## src/rtl/dma_seq_pkg.sv

```systemverilog
package dma_seq_pkg;
  parameter int unsigned MAX_BEATS = 16;
  localparam int unsigned BEAT_W = $clog2(MAX_BEATS) + 1;

  typedef enum logic [2:0] {
    ST_IDLE, ST_RD_CMD, ST_RD_DAT, ST_WR_CMD, ST_WR_DAT
  } seq_state_e;

  typedef struct packed {
    logic              single;
    logic              wrap;
    logic [BEAT_W-1:0] beats;
  } burst_cfg_t;
endpackage

```

## src/rtl/dma_beat_decode.sv

```systemverilog
module dma_beat_decode
  import dma_seq_pkg::*;
#(
  parameter int unsigned BTW = 4,
  parameter int unsigned BCW = 4
) (
  input  logic [BTW-1:0] bt_i,
  input  logic [BCW-1:0] bc_i,
  input  logic           demand_i,
  output burst_cfg_t     cfg_o,
  output logic           illegal_o
);
  logic legal_code;

  always_comb begin
    cfg_o      = '0;
    legal_code = 1'b1;
    if (bt_i == '0 || bt_i == BTW'(8)) begin
      cfg_o.single = 1'b1;
      cfg_o.beats  = BEAT_W'(1);
    end else if (bt_i == BTW'(9)) begin
      cfg_o.beats  = BEAT_W'(bc_i) + BEAT_W'(1);
    end else if (bt_i[3]) begin
      // A..F: even codes wrap, bt[2:1] selects 4/8/16
      cfg_o.wrap   = ~bt_i[0];
      cfg_o.beats  = BEAT_W'(2) << bt_i[2:1];
    end else begin
      legal_code   = 1'b0;
    end
  end

  assign illegal_o = !legal_code || (demand_i && (!cfg_o.single || bc_i != '0));
endmodule

```

## src/rtl/dma_addr_step.sv

```systemverilog
module dma_addr_step
  import dma_seq_pkg::*;
#(
  parameter int unsigned AW = 32
) (
  input  logic [AW-1:0]     base_i,
  input  logic [BEAT_W-1:0] beats_i,
  input  logic              wrap_i,
  input  logic [BEAT_W-1:0] idx_i,
  output logic [AW-1:0]     addr_o,
  output logic [AW-1:0]     next_base_o
);
  logic [AW-1:0] span, mask, lin;

  assign span        = AW'({beats_i, 2'b00});
  assign mask        = span - AW'(1);
  assign lin         = base_i + AW'({idx_i, 2'b00});
  assign addr_o      = wrap_i ? ((base_i & ~mask) | (lin & mask)) : lin;
  assign next_base_o = base_i + span;
endmodule

```

## src/rtl/dma_stage_fifo.sv

```systemverilog
module dma_stage_fifo #(
  parameter int unsigned DW    = 32,
  parameter int unsigned DEPTH = 16
) (
  input  logic          clk_i,
  input  logic          rst_ni,
  input  logic          push_i,
  input  logic [DW-1:0] din_i,
  input  logic          pop_i,
  output logic [DW-1:0] dout_o,
  output logic          empty_o
);
  localparam int unsigned PW = $clog2(DEPTH);

  logic [DW-1:0] mem [DEPTH];
  logic [PW-1:0] wr_ptr, rd_ptr;
  logic [PW:0]   cnt;

  always_ff @(posedge clk_i or negedge rst_ni) begin
    if (!rst_ni) begin
      wr_ptr <= '0;
      rd_ptr <= '0;
      cnt    <= '0;
    end else begin
      if (push_i) wr_ptr <= wr_ptr + PW'(1);
      if (pop_i)  rd_ptr <= rd_ptr + PW'(1);
      cnt <= cnt + (PW+1)'(push_i) - (PW+1)'(pop_i);
    end
  end

  always_ff @(posedge clk_i) begin
    if (push_i) mem[wr_ptr] <= din_i;
  end

  assign dout_o  = mem[rd_ptr];
  assign empty_o = (cnt == '0);
endmodule

```

## src/rtl/dma_beat_seq.sv

```systemverilog
module dma_beat_seq
  import dma_seq_pkg::*;
#(
  parameter int unsigned AW         = 32,
  parameter int unsigned DW         = 32,
  parameter int unsigned FIFO_BYTES = 64,
  parameter int unsigned BTW        = 4,
  parameter int unsigned BCW        = 4,
  parameter int unsigned TCW        = 16
) (
  input  logic              clk_i,
  input  logic              rst_ni,
  input  logic              start_i,
  input  logic              demand_i,
  input  logic [BTW-1:0]    bt_i,
  input  logic [BCW-1:0]    bc_i,
  input  logic [TCW-1:0]    tc_i,
  input  logic [AW-1:0]     src_addr_i,
  input  logic [AW-1:0]     dst_addr_i,
  output logic              cmd_valid_o,
  input  logic              cmd_ready_i,
  output logic              cmd_write_o,
  output logic [AW-1:0]     cmd_addr_o,
  output logic              cmd_wrap_o,
  output logic [BEAT_W-1:0] cmd_beats_o,
  output logic [AW-1:0]     beat_addr_o,
  input  logic              rd_valid_i,
  input  logic [DW-1:0]     rd_data_i,
  output logic              wr_valid_o,
  output logic [DW-1:0]     wr_data_o,
  input  logic              wr_ready_i,
  output logic              busy_o,
  output logic              done_o,
  output logic              err_o,
  output logic [BCW-1:0]    bc_o,
  output logic [TCW-1:0]    tc_o
);
  localparam int unsigned DEPTH = FIFO_BYTES / (DW / 8);

  seq_state_e    state_q;
  burst_cfg_t    cfg_q, dec_cfg;
  logic          dec_illegal;
  logic [BCW-1:0]    bc_q, bc_rld_q;
  logic [TCW-1:0]    tc_q;
  logic [AW-1:0]     src_q, dst_q, base_sel, next_base;
  logic [BEAT_W-1:0] beat_q, last_beat;
  logic          done_q, err_q, fifo_empty, wr_phase, push, pop, last_pair;

  dma_beat_decode #(.BTW(BTW), .BCW(BCW)) u_dec (
    .bt_i(bt_i), .bc_i(bc_i), .demand_i(demand_i),
    .cfg_o(dec_cfg), .illegal_o(dec_illegal)
  );

  assign wr_phase = (state_q == ST_WR_CMD) || (state_q == ST_WR_DAT);
  assign base_sel = wr_phase ? dst_q : src_q;

  dma_addr_step #(.AW(AW)) u_addr (
    .base_i(base_sel), .beats_i(cfg_q.beats), .wrap_i(cfg_q.wrap), .idx_i(beat_q),
    .addr_o(beat_addr_o), .next_base_o(next_base)
  );

  assign push = (state_q == ST_RD_DAT) && rd_valid_i;
  assign pop  = wr_valid_o && wr_ready_i;

  dma_stage_fifo #(.DW(DW), .DEPTH(DEPTH)) u_fifo (
    .clk_i(clk_i), .rst_ni(rst_ni), .push_i(push), .din_i(rd_data_i),
    .pop_i(pop), .dout_o(wr_data_o), .empty_o(fifo_empty)
  );

  assign last_beat = cfg_q.beats - BEAT_W'(1);
  assign last_pair = (tc_q == '0) && (!cfg_q.single || bc_q == '0);

  always_ff @(posedge clk_i or negedge rst_ni) begin
    if (!rst_ni) begin
      state_q  <= ST_IDLE;
      cfg_q    <= '0;
      bc_q     <= '0;
      bc_rld_q <= '0;
      tc_q     <= '0;
      src_q    <= '0;
      dst_q    <= '0;
      beat_q   <= '0;
      done_q   <= 1'b0;
      err_q    <= 1'b0;
    end else begin
      done_q <= 1'b0;
      unique case (state_q)
        ST_IDLE: if (start_i) begin
          if (dec_illegal) begin
            err_q <= 1'b1;
          end else begin
            err_q    <= 1'b0;
            cfg_q    <= dec_cfg;
            bc_q     <= dec_cfg.single ? bc_i : '0;
            bc_rld_q <= bc_i;
            tc_q     <= tc_i;
            src_q    <= src_addr_i;
            dst_q    <= dst_addr_i;
            beat_q   <= '0;
            state_q  <= ST_RD_CMD;
          end
        end
        ST_RD_CMD: if (cmd_ready_i) state_q <= ST_RD_DAT;
        ST_RD_DAT: if (rd_valid_i) begin
          if (beat_q == last_beat) begin
            beat_q  <= '0;
            src_q   <= next_base;
            state_q <= ST_WR_CMD;
          end else begin
            beat_q <= beat_q + BEAT_W'(1);
          end
        end
        ST_WR_CMD: if (cmd_ready_i) state_q <= ST_WR_DAT;
        ST_WR_DAT: if (pop) begin
          if (beat_q == last_beat) begin
            beat_q <= '0;
            dst_q  <= next_base;
            if (last_pair) begin
              bc_q    <= '0;
              tc_q    <= '0;
              done_q  <= 1'b1;
              state_q <= ST_IDLE;
            end else begin
              // single mode: inner count first, outer count on block boundary
              if (cfg_q.single && bc_q != '0) begin
                bc_q <= bc_q - BCW'(1);
              end else begin
                tc_q <= tc_q - TCW'(1);
                bc_q <= cfg_q.single ? bc_rld_q : '0;
              end
              state_q <= ST_RD_CMD;
            end
          end else begin
            beat_q <= beat_q + BEAT_W'(1);
          end
        end
        default: state_q <= ST_IDLE;
      endcase
    end
  end

  assign cmd_valid_o = (state_q == ST_RD_CMD) || (state_q == ST_WR_CMD);
  assign cmd_write_o = (state_q == ST_WR_CMD);
  assign cmd_addr_o  = base_sel;
  assign cmd_wrap_o  = cfg_q.wrap;
  assign cmd_beats_o = cfg_q.beats;
  assign wr_valid_o  = (state_q == ST_WR_DAT) && !fifo_empty;
  assign busy_o      = (state_q != ST_IDLE);
  assign done_o      = done_q;
  assign err_o       = err_q;
  assign bc_o        = bc_q;
  assign tc_o        = tc_q;
endmodule

```

## config.mk

```make
export PLATFORM = sky130hd
export DESIGN_NAME = dma_beat_seq
export DESIGN_NICKNAME = d
export VERILOG_FILES = /design/src/rtl/dma_seq_pkg.sv /design/src/rtl/dma_beat_decode.sv /design/src/rtl/dma_addr_step.sv /design/src/rtl/dma_stage_fifo.sv /design/src/rtl/dma_beat_seq.sv
export SDC_FILE = /design/constraint.sdc
export NUM_CORES = 1
export LEC_CHECK = 0
export BUFFER_PORTS_ARGS = -buffer_cell sky130_fd_sc_hd__buf_2
export CAP_MARGIN = 20
export CORE_UTILIZATION = 45
export DETAILED_ROUTE_END_ITERATION = 16
export PLACE_DENSITY_LB_ADDON = 0.2
export SLEW_MARGIN = 20
export SYNTH_ARGS = -nofsm -noshare
export SYNTH_HDL_FRONTEND = slang
export SYNTH_SLANG_ARGS = --single-unit
```

## constraint.sdc

```tcl
create_clock -name clk_i -period 5.85 [get_ports clk_i]
set_clock_uncertainty 0.05 [all_clocks]
set_input_delay 0 -clock clk_i [delete_from_list [all_inputs] [get_ports clk_i]]
set_output_delay 0 -clock clk_i [all_outputs]
set_load 0.1 [all_outputs]
```

# ---- After elaboration in Yosys (flattened, before gate mapping)
# Memories as Yosys holds them, arrays and structs flattened.
# Cells that the tools add are included.
# W data, S select, Z words.
dict set report classes {
  addsub 12
  n_eq_ne 16
  n_shift 1
  n_mux 59
  bitwise_logic 6
  reduce_logical 34
}
# op count
set ops {}
lappend ops {{$mux W32} 9}
lappend ops {{$pmux W32 S2} 2}
lappend ops {{$mux W16} 6}
lappend ops {{$add A32 B7 Y32} 2}
lappend ops {{$and A32 B32 Y32} 2}
lappend ops {{$mux W5} 7}
lappend ops {{$mux W4} 8}
lappend ops {{$not A32 Y32} 1}
lappend ops {{$or A32 B32 Y32} 1}
lappend ops {{$pmux W16 S2} 1}
lappend ops {{$mux W3} 8}
lappend ops {{$logic_not A16 Y1} 1}
lappend ops {{$sub A16 B1 Y16 const B} 1}
lappend ops {{$pmux W3 S5} 1}
lappend ops {{$pmux W5 S3} 1}
lappend ops {{$reduce_and A5 Y1} 3}
lappend ops {{$mux W1} 14}
lappend ops {{$ne A2 B2 Y1 const B} 5}
lappend ops {{$add A4 B1 Y4 const B} 2}
lappend ops {{$eq A4 B4 Y1 const B} 2}
lappend ops {{$logic_not A4 Y1} 2}
lappend ops {{$pmux W4 S2} 1}
lappend ops {{$reduce_and A8 Y1} 1}
lappend ops {{$reduce_bool A4 Y1} 2}
lappend ops {{26 further kinds} 45}
dict set report word_totals {
  regBits 118
  ram_bits 512
  input_bits 127
  out_inout_bits 128
  elab_cells 144
  n_memories 1
}
# memory words width rd rd_clocked_by_memory_dff write_ports line
set memory_table {}
lappend memory_table {u_fifo.mem 16 32 1 0 1 dma_stage_fifo.sv:15} ;# logic [DW-1:0] mem [DEPTH];

# ---- Depth between registers and ports, before layout
# Gate-level depths: netlist (run 1).
dict set report logic_depth {
  ltp_word 10
  ltp_mapped 18
  ltp_nobuf 14
}

# ---- By module
# Synthesis (run 1) repeated with hierarchy kept, for this count alone.
dict set report unflattened {
  hier_cells 1711
  area_unflattened_um2 27523.9
}
# mod n_inst cells_each area_per_inst_um2 seq_area_each_um2
set modules_own_cells {}
lappend modules_own_cells {dma_stage_fifo 1 865 19929.1 15700.1}
lappend modules_own_cells {dma_beat_seq 1 599 5929.4 2627.5}
lappend modules_own_cells {dma_addr_step 1 220 1480.2 0.0}
lappend modules_own_cells {dma_beat_decode 1 27 185.2 0.0}

# ---- Least setup slack after synthesis (run 1)
# No wires, ideal clock.
dict set report synth_timing {
  kind {register -> output}
  startpoint {register state_q[2]}
  endpoint {output port beat_addr_o[30]}
  t_arrival_ps 5566
  required_time_ps 5800
  path_slack_ps 234
  path_stages_with_launch 13
  path_cell_list {dfrtp_1 buf_6 buf_4 buf_4 buf_4 a22oi_1 o22ai_1 nand3_2 or3_1 buf_2 nor3_1 nand2_1 xnor2_1}
}
dict set report synth_between {
  elab_chain_cells 7
  elab_cells_between_ends 9
}
# element line
set synth_lines {}
lappend synth_lines {{start, declared} dma_beat_seq.sv:40} ;# seq_state_e state_q;
lappend synth_lines {{start signal, assigned} dma_beat_seq.sv:75} ;# state_q <= ST_IDLE;
lappend synth_lines {{start signal, assigned} dma_beat_seq.sv:100} ;# state_q <= ST_RD_CMD;
lappend synth_lines {{start signal, assigned} dma_beat_seq.sv:103} ;# ST_RD_CMD: if (cmd_ready_i) state_q <= ST_RD_DAT;
lappend synth_lines {{$eq A3 B2 Y1 or $eq A3 B3 Y1 (tied branches)} dma_beat_seq.sv:54} ;# assign wr_phase = (state_q == ST_WR_CMD) || (state_q == ST_WR_DAT);
lappend synth_lines {{$logic_or A1 B1 Y1 (*)} dma_beat_seq.sv:54}
lappend synth_lines {{$mux W32 (*)} dma_beat_seq.sv:55} ;# assign base_sel = wr_phase ? dst_q : src_q;
lappend synth_lines {{via cmd_addr_o[21]} dma_beat_seq.sv:23} ;# output logic [AW-1:0] cmd_addr_o,
lappend synth_lines {{$add A32 B7 Y32 (*)} dma_addr_step.sv:17} ;# assign lin = base_i + AW'({idx_i, 2'b00});
lappend synth_lines {{$and A32 B32 Y32} dma_addr_step.sv:18} ;# assign addr_o = wrap_i ? ((base_i & ~mask) | (lin & mask)) : lin;
lappend synth_lines {{$or A32 B32 Y32} dma_addr_step.sv:18}
lappend synth_lines {{$mux W32 (*)} dma_addr_step.sv:18}
lappend synth_lines {{end, declared} dma_beat_seq.sv:26} ;# output logic [AW-1:0] beat_addr_o,
# The timed path passes the listed nets; every way through them passes the cells marked *.

# ---- Worst setup path in the final report (run 1)
dict set report layout_timing {
  startpoint {register state_q[1]}
  endpoint {output port beat_addr_o[28]}
}
dict set report layout_between {
  elab_chain_cells 7
  elab_cells_between_ends 9
}
# element line
set layout_lines {}
lappend layout_lines {{$eq A3 B2 Y1 or $eq A3 B3 Y1 (tied branches)} dma_beat_seq.sv:54}
lappend layout_lines {{$logic_or A1 B1 Y1 (*)} dma_beat_seq.sv:54}
lappend layout_lines {{$mux W32 (*)} dma_beat_seq.sv:55}
lappend layout_lines {{$add A32 B7 Y32} dma_addr_step.sv:17}
lappend layout_lines {{$and A32 B32 Y32} dma_addr_step.sv:18}
lappend layout_lines {{$or A32 B32 Y32} dma_addr_step.sv:18}
lappend layout_lines {{$mux W32 (*)} dma_addr_step.sv:18}
# Mark *: on every way between the ends. The rest lies on a longest branch, timed or not.

==> metrics.md, run 1 <==
| Metric | Value |
|---|---|
| Outcome | completed |
| CTS tree | built |
| Inserted Clock Buffers | 69 |
| Routed Antenna Nets | 0 |
| P&R area growth vs syn | 21.0% |
| RSZ-0062 raised after global routing | false |
| Cell row count | 91 |
| Worst skew pair latency | 0.60 ns |
| CP arrival | 5.17 ns |
| Fmax | 192 MHz |
| Post-synthesis sequential area ratio | 65.4% |
| LEAKAGE | 12.0 nW |
| Post-synth EDFFs | 512 |
| Nets | 2,377 |
| Hold path cells | 4 |
| Most common cell after layout, fill and taps aside | edfxtp_1 |
| Setup WS pre-CTS | 1.32 ns |
| Clock slew at reported path FFs | 0.06 ns |
| P per Cell Area | 568 nW/um^2 |
| Largest net degree at the start of global routing | 80 |
| Gr ovfl total | 0 |
| Global-route wire length before repair | 111,000 um |
| #FFs+latches synth | 630 |
| Post-Synthesis Cell Area | 28,000 um^2 |
| Top post-synthesis cells by area | edfxtp_1 (55%), mux4_2 (13%), dfrtp_1 (11%), o21ai_0 (2.0%), xnor2_1 (1.7%) |
| Top-area cell type share of the netlist area | 54.9% |
| Worst Path Max Fanout | 12 |
| CTS resizes | 0 |
| Die Width | 252 um |
| Net Count, Synth | 1,978 |
| Port bufs | 254 |
| Worst hold path type | in2reg |
| Vias/cell | 5.79 |
| Worst vdd ir | 1.45 mV |
| Final setup TNS | 0 ns |
| Final hold vios | 0 |
| Final worst slack | 0.634 ns |
| Residual DRC | 0 |
| Post-CTS setup buffer count | 0 |
| Finish-stage setup viols | 0 |
| Max-cap viol count | 0 |
| Starting Density | 45.5% |
| Die footprint | 63,300 um^2 |
| Initial antenna violation count | 3 |
| Crit share post-route | 89.2% |
| Cell area after layout | 33,900 um^2 |
| CP required | 5.80 ns |
| Mapped Cells | 1,819 |
| Dpl hpwl | 46,400 um |
| Crit path time final | 5.22 ns |
| Placer congestion estimate | 0.903 |
| Dpl cell area | 30,300 um^2 |
| Root Buffer Master | clkbuf_16 |
| Number of placed I/O pins | 255 |
| H-tree Lvls | 3 |
| Slew margin rel. | 25.4% |
| Clock sinks | 630 |
| Initial drt markers | 1,419 |
| Drt pass-1 iters | 6 |
| Clk buf depth | 3 |
| Vias | 18,000 |
| Post-synthesis cell type count | 76 |
| Layout cells sized above 1 | 27.8% |
| DIE HEIGHT | 252 um |
| Commonest non-fill, non-tap cells in the layout | edfxtp_1 (512), buf_2 (252), mux4_2 (160) |
| Critical path type | reg2out |
| Number of global-route vias before repair | 17,900 |
| Fraction of registers with async set or reset after synthesis | 18.7% |
| Worst-case reg-to-reg path depth | 13 |
| YS warnings | 0 |
| CORE AREA | 61,600 um^2 |
| Total routed wirelength | 74,800 um |
| Routed WL per cell | 24.0 um |
| Setup crit end kind | output pin |
| Max Slew Vio Count | 0 |
| Synth Flop Type | edfxtp_1 |
| Cell taking the most area after synthesis | edfxtp_1 |
| Tightest Pin Transition | 1.11 ns |
| Synthesized area per cell | 15.4 um^2 |
| CP Launch Type | register |
| GRT Total Usage | 23.7% |
[final timing paths]
path | slack [ns] | start | endpoint
worst max-delay path | 0.63 | state_q[1] | beat_addr_o[28]
max in group asynchronous | 4.29 | rst_ni | u_fifo.rd_ptr[0]
min in group asynchronous | 0.48 | rst_ni | dst_q[13]
worst min-delay path | 0.11 | dst_addr_i[0] | dst_q[0]
worst max register to register | 1.27 | state_q[1] | dst_q[29]
worst min register to register | 0.42 | dst_q[4] | dst_q[4]
[per-stage QoR]
stage / util, % / hold slack (ns) / std cells / total power [mW]
finish: 55.0 / 0.111 / 3109 / 19.3
global route: 55.0 / 0.109 / 3108 / 20.0
CTS: 55.0 / 0.0807 / 3108 / 19.3
detailed placement: 49.3 / 0.0510 / 2853 / 15.0
global placement: 49.3 / 0.0559 / 2853 / 14.9
floorplan: - / -0.346 / 1819 / 13.0
[cells in the mapped netlist, types with 29 or more instances]
| master | number |
|---|---|
| edfxtp_1 | 512 |
| mux4_2 | 160 |
| nand2_1 | 120 |
| dfrtp_1 | 118 |
| o21ai_0 | 112 |
| nor2_1 | 98 |
| a21oi_1 | 72 |
| clkbuf_1 | 64 |
| xnor2_1 | 54 |
| inv_1 | 48 |
| nor3_1 | 47 |
| ha_1 | 29 |
[flip-flops by register name, indices dropped and copies added, names as in the netlist, 3 cells and up]
register and count:
u_fifo.rd_ptr 4, state_q 3, cmd_beats_o 5, tc_o 16, bc_o 4, u_fifo.wr_ptr 4, u_fifo.mem 512, u_fifo.cnt 5
bc_rld_q 4, src_q 32, dst_q 32, beat_q 5
[power breakdown]
part	switching, mW	internal, mW
clock	1.79	2.48
combinational	6.60	2.28
sequential	0.544	5.56
[area by class of cell]
class,count,area [um^2]
diodes,1,2.50
clock buffers,77,1790
well taps,837,1050
clock inverters,47,418
fillers,4930,27700
repair buffers,439,3040
multi-input cells,1027,9060
flip-flops and latches,630,18300
inverters,51,196
[critical path, stage by stage, from the launching register on]
cell and delay, ns:
dfrtp_2 0.37, nand2_1 0.22, o21ai_4 0.60, mux2_2 0.33, ha_1 0.17, inv_1 0.05
fa_1 0.39, nor2b_1 0.12, o21ai_0 0.11, a21boi_0 0.26, o21ai_0 0.20, or3_1 0.50
or3_1 0.48, nor2_1 0.16, xor2_1 0.15, buf_2 0.44
[repair_timing]
action	in CTS	in global routing
hold endpoints to repair	672	0
endpoints found under the setup margin	0	0
hold buffers	131	0
[layer usage]
metal  GRT usage, %  up-vias  wire (um)
li1               -     7925          -
met1           32.8     9210      31400
met2           37.4      715      35500
met3           4.96      141       5390
met4           7.89        6       2370
met5              0        -         39
[cells by family (layout without fill, tap and decap cells)]
family	count (synthesis)	count (layout)	synth area share [%]
adders and majority gates	32	32	1.51
DFF	630	630	65.4
xor gates and xnor gates	65	65	2.03
AOI/OAI and AO/OA	329	329	7.32
muxes	184	184	13.8
and+or+nand+nor	417	417	7.33
buffers and inverters	162	614	2.55
other	0	1	0
No activity file was read; power rests on OpenSTA's default activity.
==> run 2, diff against run 1 <==
- CORE_MARGIN: default -> 5
- CTS_BUF_LIST: default -> sky130_fd_sc_hd__clkbuf_8
==> metrics.md, run 2 (same netlist as run 1, synthesis figures left out) <==
| Metric | Value |
|---|---|
| Outcome | completed |
| Critical path type | reg2out |
| Most common cell after layout, fill and taps aside | edfxtp_1 |
| Final hold vios | 0 (unchanged) |
| Port bufs | 254 (unchanged) |
| M1 WL | 29,500 um (-6.1%) |
| Largest net degree at the start of global routing | 102 (+28%) |
| CORE AREA | 61,700 um^2 (+0.18%) |
| CP Launch Type | register |
| Worst skew pair latency | 0.68 ns (+0.08 ns) |
| Final setup TNS | 0 ns (unchanged) |
| Setup crit end kind | output pin |
| Vias/cell | 5.66 (-2.2%) |
| Metal2 WL | 36,700 um (+3.3%) |
| Die footprint | 67,300 um^2 (+6.5%) |
| H-tree Lvls | 3 (unchanged) |
| WL met3 | 4880 um (-9.4%) |
| RSZ-0062 raised after global routing | false |
| Inserted Clock Buffers | 102 (+48%) |
| Clock sinks | 630 (unchanged) |
| CP required | 5.80 ns (about the same) |
| Placer congestion estimate | 0.889 (-1.6%) |
| Number of placed I/O pins | 255 (unchanged) |
| Worst Path Max Fanout | 28 (+16) |
| Global-route wire length before repair | 113,000 um (+1.1%) |
| Layout cells sized above 1 | 27.6% (-0.25 points) |
| Clock slew at reported path FFs | 0.07 ns (about the same) |
| Dpl hpwl | 43,900 um (-5.4%) |
| LEAKAGE | 12.1 nW (+0.39%) |
| Initial antenna violation count | 3 (unchanged) |
| Post-route insts no fill | 3,167 (+1.9%) |
| DIE HEIGHT | 260 um (+3.2%) |
| Max Slew Vio Count | 0 (unchanged) |
| Nets | 2,403 (+1.1%) |
| Clk buf depth | 3 (unchanged) |
| GRT Total Usage | 21.7% (-2.0 points) |
| Power, Total | 18.6 mW (-3.5%) |
| Crit path time final | 5.42 ns (+0.204 ns) |
| CTS resizes | 0 (unchanged) |
| Total routed wirelength | 73,400 um (-1.8%) |
| Top sig layer | met5 |
| Tightest Pin Transition | 1.03 ns (-0.0713 ns) |
| Number of global-route vias before repair | 18,900 (+5.7%) |
| Gr ovfl total | 0 (unchanged) |
| Drt pass-1 iters | 6 (unchanged) |
| Top Registers | u_fifo.mem (512), dst_q (32), src_q (32) |
| Routed WL per cell | 23.2 um (-3.6%) |
| Initial drt markers | 1,487 (+4.8%) |
| Crit share post-route | 92.6% (+3.5 points) |
| Max reg flops | 512 (unchanged) |
| CTS tree | built |
| Fmax | 185 MHz (-3.8%) |
| Post-Place Cells | 2,839 (-0.49%) |
| Cell row count | 91 (unchanged) |
| CP arrival | 5.37 ns (+0.20 ns) |
| Residual DRC | 0 (unchanged) |
| Worst vdd ir | 1.02 mV (-30%) |
| Fillcell total | 5,024 (+1.9%) |
| Max-cap viol count | 0 (unchanged) |
| P per Cell Area | 551 nW/um^2 (-3.1%) |
| Worst hold path type | in2reg |
| Slew margin rel. | 31.0% (+5.7 points) |
| Starting Density | 45.4% (-0.084 points) |
| Commonest non-fill, non-tap cells in the layout | edfxtp_1 (512), buf_2 (240), mux4_2 (160) |
| Die Width | 260 um (+3.2%) |
| Most flop-heavy register | u_fifo.mem |
| Root Buffer Master | clkbuf_8 |
| Vias | 17,900 (-0.39%) |
| Routed Antenna Nets | 0 (unchanged) |
| P&R area growth vs syn | 20.5% |
| Finish-stage setup viols | 0 (unchanged) |
## run 2: cell types whose count changed in the layout (fill, tap and decap cells not counted), sizes merged, moves of 5 or more
cell and delta:
buf -13, clkbuf +29, clkinv +10, clkinvlp -5, dlygate4sd3 +6, inv +33
## run 2: per-layer routing
metal / GRT usage (%) / up-vias
met3: 4.30 / 153
met1: 28.3 / 9101
met2: 36.8 / 675
li1: - / 7993
met4: 7.53 / 4
met5: 0 / -
## run 2: timing repair
action | in CTS | in global routing
setup buffers | 0 | 0
endpoints found under the hold margin | 674 | 0
hold buffers | 137 | 0
setup endpoints to repair | 0 | 0
## run 2: critical path: stages (launching register included)
cell      delay [ns]
dfrtp_2         0.41
buf_4           0.22
o21ai_4         0.55
mux2_2          0.32
ha_1            0.17
inv_1           0.06
fa_1            0.39
nor2b_1         0.12
o21ai_0         0.11
a21boi_0        0.24
o21ai_0         0.32
or3_1           0.57
or3_1           0.54
nor2_1          0.17
xor2_1          0.28
buf_12          0.22
## run 2: cell type report
type / count / area (um^2) / share of cell area [%]
clock buffers: 106 / 1460 / 4.32
clock inverters: 82 / 435 / 1.29
multi-input cells: 1027 / 9070 / 26.9
diodes: 2 / 5.00 / 0.0148
well taps: 837 / 1050 / 3.10
flip-flops and latches: 630 / 18300 / 54.3
inverters: 51 / 196 / 0.582
repair buffers: 432 / 3200 / 9.48
## run 2: report_power, final
| group | internal, mW | total [mW] | switching [mW] |
|---|---|---|---|
| sequential | 5.56 | 6.10 | 0.538 |
| clock | 1.82 | 3.57 | 1.75 |
| combinational | 2.42 | 8.91 | 6.49 |
## run 2: worst paths after layout
kind                                     start         endpoint  slack [ns]  depth (start not counted)
worst max-delay path                state_q[2]  beat_addr_o[22]        0.43                         15
worst min-delay path            src_addr_i[20]        src_q[20]        0.08                          4
worst max register to register      state_q[2]        src_q[24]        0.91                         15
worst min register to register        src_q[0]         src_q[0]        0.43                          2
max in group asynchronous               rst_ni       state_q[2]        4.45                          4
min in group asynchronous               rst_ni          tc_o[5]        0.37                          4
## run 2: per-stage QoR
step	setup WS [ns]	hold slack, ns	utilization (%)	cell area (um^2)
final	0.430	0.0759	54.7	33700
after global routing	0.107	0.0593	54.7	33700
after CTS	0.355	0.00509	54.6	33700
after detailed placement	1.14	0.0534	49.3	30400
after global placement	1.19	0.0547	49.3	30400
after floorplan	0.234	-0.346	-	28000
==> run 3, diff against run 2 <==
- HOLD_SLACK_MARGIN: default -> 0.08
==> metrics.md, run 3 (same netlist as run 1, synthesis figures left out) <==
| Metric | Value |
|---|---|
| Root Buffer Master | clkbuf_8 |
| Number of global-route vias before repair | 19,400 (+2.6%) |
| Residual DRC | 0 (unchanged) |
| Worst setup path end | beat_addr_o[22] |
| Worst-case reg-to-reg path depth | 15 (unchanged) |
| Top Registers | u_fifo.mem (512), dst_q (32), src_q (32) |
| Fmax | 184 MHz (-0.37%) |
| Final worst slack | 0.410 ns (-0.0200 ns) |
| Initial drt markers | 1,510 (+1.5%) |
| Finish-stage setup viols | 0 (unchanged) |
| Placer congestion estimate | 0.889 (unchanged) |
| Inserted Clock Buffers | 102 (unchanged) |
| Clock slew at reported path FFs | 0.07 ns (about the same) |
| Tightest Pin Transition | 1.04 ns (+0.00622 ns) |
| Setup WS pre-CTS | 1.14 ns (unchanged) |
| WHS | 0.143 ns (+0.0672 ns) |
| Stages on the worst setup path | 15 (unchanged) |
| Critical path type | reg2out |
| CP top delay family | simple AND/OR/NAND/NOR gates |
| Worst vdd ir | 1.02 mV (about the same) |
| GRT Total Usage | 22.1% (+0.35 points) |
| Most common cell after layout, fill and taps aside | edfxtp_1 |
| Layout cells sized above 1 | 26.9% (-0.71 points) |
| Routed WL per cell | 23.1 um (-0.17%) |
| WL met3 | 5260 um (+7.8%) |
| Routed Antenna Nets | 0 (unchanged) |
| Gr ovfl total | 0 (unchanged) |
| Clk buf depth | 3 (unchanged) |
| CORE AREA | 61,700 um^2 (unchanged) |
| M1 WL | 29,300 um (-0.66%) |
| Dpl hpwl | 43,900 um (unchanged) |
| Worst Path Max Fanout | 28 (unchanged) |
| R2r startpoint | state_q[2] |
| Final setup TNS | 0 ns (unchanged) |
| P per Cell Area | 543 nW/um^2 (-1.3%) |
| H-tree Lvls | 3 (unchanged) |
| Total routed wirelength | 74,600 um (+1.7%) |
| Flop-to-flop setup slack | 0.90 ns (about the same) |
| Worst hold path type | in2reg |
| Initial antenna violation count | 4 (+1) |
| Max Slew Vio Count | 0 (unchanged) |
| Setup crit end kind | output pin |
| CP arrival | 5.39 ns (+0.02 ns) |
| Top sig layer | met5 |
| Largest net degree at the start of global routing | 102 (unchanged) |
| Worst r2r dst | src_q[24] |
| Die Width | 260 um (unchanged) |
| CP Launch Type | register |
| Layout Utilization | 55.6% (+0.93 points) |
| Port bufs | 254 (unchanged) |
| Max reg flops | 512 (unchanged) |
| Drt pass-1 iters | 5 (-1) |
| Max incr delay on CP | 0.57 ns (about the same) |
| Post-route insts no fill | 3,225 (+1.8%) |
| Starting Density | 45.4% (unchanged) |
| LEAKAGE | 12.3 nW (+2.0%) |
| Fillcell total | 4,977 (-0.94%) |
| Bufs and invs on worst path | 3 (unchanged) |
| Worst path cell trace | buf_4 > o21ai_4 > mux2_2 > ha_1 > inv_1 > fa_1 > nor2b_1 > o21ai_0 > a21boi_0 > o21ai_0 > or3_1 > or3_1 > nor2_1 > xor2_1 > buf_12 |
| CP required | 5.80 ns (about the same) |
| Final hold vios | 0 (unchanged) |
| Vias | 18,200 (+1.7%) |
| P&R area growth vs syn | 22.5% |
| Number of placed I/O pins | 255 (unchanged) |
| Clock sinks | 630 (unchanged) |
| Die footprint | 67,300 um^2 (unchanged) |
| Max-cap viol count | 0 (unchanged) |
| CTS tree | built |
| Slew margin rel. | 30.6% (-0.41 points) |
| Nets | 2,461 (+2.4%) |
| Most flop-heavy register | u_fifo.mem |
| RSZ-0062 raised after global routing | false |
| Commonest non-fill, non-tap cells in the layout | edfxtp_1 (512), buf_2 (240), dlygate4sd3_1 (195) |
| CP Launch Point | state_q[2] |
| Post-Place Cells | 2,839 (unchanged) |
| Outcome | completed |
| Crit share post-route | 93.0% (+0.34 points) |
| Slowest cell on crit path | or3_1 |
| CTS resizes | 0 (unchanged) |
| Worst skew pair latency | 0.68 ns (about the same) |
| DIE HEIGHT | 260 um (unchanged) |
| Cell row count | 91 (unchanged) |
| Crit path time final | 5.44 ns (+0.0200 ns) |
| Vias/cell | 5.65 (-0.14%) |
| Global-route wire length before repair | 115,000 um (+1.7%) |
| Metal2 WL | 37,500 um (+2.2%) |
[run 3: cell count changes in the layout (fill, tap and decap cells not counted)]
cell	before	now
dlygate4sd3_1	136	195
buf_8	1	0
[run 3: routing by layer]
metal / track usage (%) / vias up
met5: 0 / -
met4: 8.03 / 4
met3: 4.39 / 184
met2: 37.6 / 720
met1: 28.3 / 9214
li1: - / 8107
[run 3: worst min-delay path, cell delays in order]
cell,delay (ns)
dlygate4sd3_1,0.53
buf_2,0.10
a21oi_1,0.05
a21oi_1,0.15
[run 3: worst min-delay path by stage]
stage | cells past startpoint | slack, ns | start | to
finish | 4 | 0.14 | src_addr_i[11] | src_q[11]
global placement | 1 | 0.05 | rst_ni | tc_o[0]
detailed placement | 1 | 0.05 | rst_ni | tc_o[0]
CTS | 4 | 0.08 | src_addr_i[5] | src_q[5]
floorplan | 0 | -0.35 | rst_ni | bc_o[0]
global route | 4 | 0.14 | src_addr_i[11] | src_q[11]
[run 3: where the power goes]
part | switching (mW) | total (mW) | internal, mW
combinational | 6.53 | 8.99 | 2.46
sequential | 0.540 | 6.10 | 5.56
clock | 1.74 | 3.56 | 1.82
total | 8.81 | 18.7 | 9.84
[run 3: final cells by class]
cell class	count	area [um^2]	share of cell area, %
Clock buffer	106	1460	4.25
Timing Repair Buffer	490	3770	11.0
Tap cell	837	1050	3.05
Clock inverter	82	435	1.27
Antenna cell	2	5.00	0.0146
Inverter	51	196	0.572
Sequential cell	630	18300	53.4
Multi-Input combinational cell	1027	9070	26.4
[run 3: timing repair]
action	CTS	global route
hold buffers	196	0
setup buffers	0	0
hold endpoints to repair	675	0
[run 3: per-stage QoR]
stage          total power, mW  cell area (um^2)
2_1_floorplan             13.0             28000
3_3_place_gp              14.9             30400
3_5_place_dp              15.0             30400
4_1_cts                   18.8             34300
5_1_grt                   19.5             34300
6_report                  18.7             34300
